<file path="config.mk">
export PLATFORM = sky130hd
export DESIGN_NAME = booth_seq_mult
export DESIGN_NICKNAME = d
export VERILOG_FILES = /design/src/rtl/booth_seq_mult.sv
export SDC_FILE = /design/constraint.sdc
export NUM_CORES = 1
export LEC_CHECK = 0
export BUFFER_PORTS_ARGS = -buffer_cell sky130_fd_sc_hd__buf_2
export CAP_MARGIN = 20
export CORE_MARGIN = 4
export CORE_UTILIZATION = 55
export DETAILED_ROUTE_END_ITERATION = 10
export GPL_TIMING_DRIVEN = 0
export PLACE_DENSITY = 0.91
export SETUP_SLACK_MARGIN = 0.15
export SYNTH_ARGS = -nofsm -noshare
export SYNTH_HDL_FRONTEND = slang
export SYNTH_SLANG_ARGS = --single-unit
</file>
<file path="constraint.sdc">
create_clock -name clk -period 3.9 [get_ports clk]
set_clock_uncertainty 0.2 [all_clocks]
set_input_delay 0 -clock clk [delete_from_list [all_inputs] [get_ports clk]]
set_output_delay 0 -clock clk [all_outputs]
set_load 0.03 [all_outputs]
</file>
<file path="src/rtl/booth_seq_mult.sv">
module booth_seq_mult #(
  parameter int W = 8
) (
  input  logic           clk,
  input  logic           rst_n,
  input  logic           start,
  input  logic [W-1:0]   mcand,
  input  logic [W-1:0]   mplier,
  output logic           busy,
  output logic           done,
  output logic [2*W-1:0] product
);
  localparam int CW = (W > 2) ? $clog2(W) : 1;
  localparam logic [CW-1:0] LAST = CW'(W - 1);

  logic [W:0]    acc;
  logic [W-1:0]  low, mul, x;
  logic          prev;
  logic [CW-1:0] cnt;
  logic [W:0]    xe, acc_op;

  assign xe = {x[W-1], x};

  always_comb begin
    unique case ({mul[0], prev})
      2'b10:   acc_op = acc - xe;
      2'b01:   acc_op = acc + xe;
      default: acc_op = acc;
    endcase
  end

  always_ff @(posedge clk) begin
    if (!rst_n) begin
      acc  <= '0;
      low  <= '0;
      mul  <= '0;
      x    <= '0;
      prev <= 1'b0;
      cnt  <= '0;
      busy <= 1'b0;
      done <= 1'b0;
    end else begin
      done <= 1'b0;
      if (!busy) begin
        if (start) begin
          acc  <= '0;
          low  <= '0;
          prev <= 1'b0;
          mul  <= mplier;
          x    <= mcand;
          cnt  <= '0;
          busy <= 1'b1;
        end
      end else begin
        acc  <= {acc_op[W], acc_op[W:1]};
        low  <= {acc_op[0], low[W-1:1]};
        mul  <= {mul[0], mul[W-1:1]};
        prev <= mul[0];
        cnt  <= cnt + 1'b1;
        if (cnt == LAST) begin
          busy <= 1'b0;
          done <= 1'b1;
        end
      end
    end
  end

  assign product = {acc[W-1:0], low};
endmodule

</file>
======== Yosys cells after proc, flatten, opt, wreduce, memory -nomap -nowiden ========
Index checks and enable logic that the tools add are counted.
Widths: inputs -> output; s select.
storage, ports and cells
  register bits ........................... 39
  bits of input ports ..................... 19
  output and inout port bits .............. 18
operators by class
  $add $sub $neg .......................... 3
  equal/unequal tests ..................... 3
  mux-type cells .......................... 15
  bitwise gates (word level) .............. 1
  reductions and logical operators ........ 3
operator list
  kind                 number
  $mux 8               4
  $mux 9               2
  $pmux 9 s2           1
  $add 9x9->9          1
  $sub 9x9->9          1
  $mux 1               6
  $mux 3               2
  $reduce_and 2->1     2
  $add 3x1->3 const B  1
  $eq 3x3->1 const B   1
  $eq 2x1->1 const B   1
  $eq 2x2->1 const B   1
  $reduce_bool 2->1    1
  $not 1->1            1

======== Logic depth before layout (Yosys ltp) ========
  depth after elaboration ................. 3
  gate-level depth with buffers ........... 11

======== Worst setup path after synthesis ========
OpenSTA, ideal clock, no wires.
  kind .................................... reg-to-reg
  start point ............................. register mul[0]
  end point ............................... register acc[7]
  data arrival time ....................... 2.401 ns
  slack ................................... 1.171 ns
  cell stages (with the launch flop) ...... 11
  path buffers ............................ 1
  clock period less this slack ............ 2.729 ns
  path through ............................ dfxtp_1 -> inv_1 -> ha_1 -> clkbuf_1 -> mux2_2 -> fa_1 -> a211o_1 -> a21oi_1 -> o21ba_2 -> mux2i_1 -> o211ai_1
on the way
  word-level cells in the longest chain between the ends .. 3
RTL lines
  what                                             RTL line  text
  from (decl)                                      17        logic [W-1:0] low, mul, x;
  from (signal assigned)                           49        mul <= mplier;
  from (signal assigned)                           57        mul <= {mul[0], mul[W-1:1]};
  $eq 2x1->1 / $eq 2x2->1 (equally long branches)  25        unique case ({mul[0], prev})
  $pmux 9 s2 (*)                                   25
  $mux 9 (*)                                       44        if (!busy) begin
  to (signal assigned)                             55        acc <= {acc_op[W], acc_op[W:1]};
  to (decl)                                        16        logic [W:0] acc;
Every way passes the cells marked *; elsewhere a longest branch is shown, timed or not.
A chain may end at the register's enable or synchronous reset.

======== Final worst setup path ========
Same ends and word-level chain as after synthesis.

==> reports/qor.yml <==
global_routing:
  grt_overflow_total: 0
  grt_max_degree: 14
  antenna_found_initial: 0
  grt_use_total_pct: 24.8
  grt_pass1_wl_um: 9820
  grt_pass1_vias: 2164
route:
  finalWirelength_um: 5830
  via_per_inst: 5.72
  drt_iter0_markers: 140
  routedWlPerCell_um: 15.5
  ant_nets: 0
  drc_errors: 0
  vias: 2158
  dr.pass1.iters: 4
worst_setup_path:
  cpPeakStageDelay_ns: 0.46
  cp-startpoint: "mul[0]"
  setup.worst_path.start_class: "register"
  worstPathArrival_ns: 2.97
  cp_max_fo: 8
  endpoint_kind: "register"
  crit_required_ns: 3.88
  reg2reg_from: "mul[0]"
  cp_num_buf_inv: 2
  cp_top_family: "compound AO/OA/AOI/OAI gates"
  path_cells: "inv_1 > ha_1 > clkbuf_1 > mux2_2 > fa_1 > a211o_1 > a21oi_1 > o21ba_2 > mux2i_1 > o211ai_1"
  worstSetupPathType: "reg -> reg"
  critPathSlowestCell: "fa_1"
die:
  die_h_um: 70.2
  die_area_um2: 4920
  rows: 22
  core_area_um2: 3690
  dieWidth_um: 70.2
  io_pins: 37
  start_util_pct: 57.6
clock_network:
  cts_tree: "done"
  cts_root_buffer: "clkbuf_8"
  cts_num_sinks: 38
  cts_buffer_depth: 2
  clk_latency_ns: 0.30
  cts.repair.resized: 0
  cts.clk_slew.worst_paths_ns: 0.09
  cts_max_level: 2
  numCtsBuffers: 5
timing:
  timing.final.ws_setup_ns: 0.915
  report.final.hold_viol_count: 0
  rsz0062_at_grt: "false"
  min_period_ns: 2.98
  setup_viol: 0
  maxSlewHeadroom_pct: 66.9
  whs_ns: 0.293
  timing.final.crit_share_pct: 76.5
  worstMarginPinSlew_ns: 0.497
  fin_setup_tns_ns: 0
  fmax_mhz: 335
  slew_viol_final: 0
logic_synthesis:
  yosys.area.top_type_share_pct: 35.8
  synth_compound_area_share_pct: 20.0
  synth_flop_cell: "dfxtp_1"
  synth_area_per_cell_um2: 8.05
  syn_nets: 296
  synth_top_area_cell: "dfxtp_1"
  ys_warn_count: 0
  yosys.area_share.xor_xnor_pct: 4.53
  synth_top_family_by_area: "simple AND/OR/NAND/NOR gates"
  synth_seq_cells: 38
  synth_area_leaders: "dfxtp_1, a21oi_1, ha_1"
  synth-adder-area-share_pct: 8.00
  synth_cells: 264
  muxShareOfSynthArea_pct: 6.30
  synth-simple-area-share_pct: 20.8
  synth-edff-count: 0
  seq_area_frac_synth_pct: 35.8
  async_reset_ff_share_pct: 0
  netlist_area_um2: 2130
  synth_cell_type_count: 42
placed_design:
  place_ws_ns: 0.939
  io_buffer_count: 35
  place_congestion: 0.828
  dp_hpwl_um: 3680
cells_and_area:
  layout_common_cells: "buf_2, a21oi_1, dfxtp_1"
  syn_to_final_growth_pct: 27.9
  fin_nets: 360
  fillCellCount: 286
  final_util_pct: 73.7
  layout-drive-gt1-share_pct: 17.0
  final_common_cell: "buf_2"
  antenna_cells: 0
power:
  p_leak_nw: 1.28
  irDropWorstVdd_mv: 0.301
  powerDensity_nw_per_um2: 399
hold_path:
  hold_start: "mcand[6]"
  hold_path.class: "in -> reg"
run_status:
  run_status: "finished, final reports clean"
flow_run:
  maxCapViolCount: 0
==> synthesized netlist by cell type (3+ instances only) <==
cell	n
nand2_1	28
dfxtp_1	38
mux2i_1	10
nor2_1	34
nor2b_1	7
inv_1	9
mux2_2	3
o21ai_0	10
xnor2_1	3
nand3_1	4
a21oi_1	39
nor3b_1	5
xor2_1	8
clkbuf_1	7
ha_1	12
buf_2	5
and3_1	8
o21a_1	5
==> report_power, final <==
part           switching (W)  internal (W)
logic               0.000145      0.000108
registers          0.0000173      0.000405
clock network       0.000154      0.000256
==> worst paths after layout <==
check | endpoint | slack (ns) | depth (start not counted)
max | acc[7] | 0.92 | 10
min | x[6] | 0.29 | 4
max reg2reg | acc[7] | 0.92 | 10
min reg2reg | x[4] | 0.30 | 2
==> sequential cells by signal, summed over array words and instances (netlist names) <==
| register | cells |
|---|---|
| acc | 8 |
| low | 8 |
| mul | 8 |
| x | 8 |
| cnt | 3 |
| busy | 1 |
| done | 1 |
| prev | 1 |
==> worst register-to-register path, delay by kind of cell, from the launching register on <==
kind                     cells  cell delay, ns
AO/OA/AOI/OAI                4            0.78
adder cells (fa/ha/maj)      2            0.61
buffers and inverters        2            0.37
flip-flops                   1            0.32
multiplexers                 2            0.62
==> metal layers <==
| metal | vias up | track usage [%] | part of all wire [%] |
|---|---|---|---|
| li1 | 1038 | - | - |
| met1 | 1002 | 28.5 | 41 |
| met2 | 94 | 43.2 | 49 |
| met3 | 24 | 4.75 | 6.0 |
| met4 | 0 | 13.0 | 4.0 |
| met5 | - | 0 | 0 |
==> stage by stage <==
step / area [um^2] / total power [W] / std cells
finish: 2720 / 0.00109 / 377
global route: 2720 / 0.00113 / 377
CTS: 2720 / 0.00107 / 377
detailed placement: 2360 / 0.000654 / 347
global placement: 2360 / 0.000645 / 347
floorplan: 2130 / 0.000599 / 264
==> area by class of cell <==
class / instances / area (um^2) / area share [%]
well taps: 48 / 60.1 / 2.21
repair buffers: 57 / 395 / 14.5
inverters: 10 / 37.5 / 1.38
multi-input cells: 202 / 1270 / 46.7
clock buffers: 5 / 68.8 / 2.53
plain buffers: 14 / 58.8 / 2.16
flip-flops and latches: 38 / 761 / 28.0
clock inverters: 3 / 68.8 / 2.53
==> what timing repair did <==
item / CTS / global route
hold buffers: 22 / 0
buffers inserted: 0 / 0
endpoints found under the hold margin: 22 / 0
==> cells by family after synthesis <==
kind of cell             count (synthesis)
AND/OR/NAND/NOR                         94
XOR/XNOR                                11
buffers and inverters                   24
flip-flops                              38
multiplexers                            13
adder cells (fa/ha/maj)                 13
AO/OA/AOI/OAI                           71
Power figures use the tool's default switching activity.
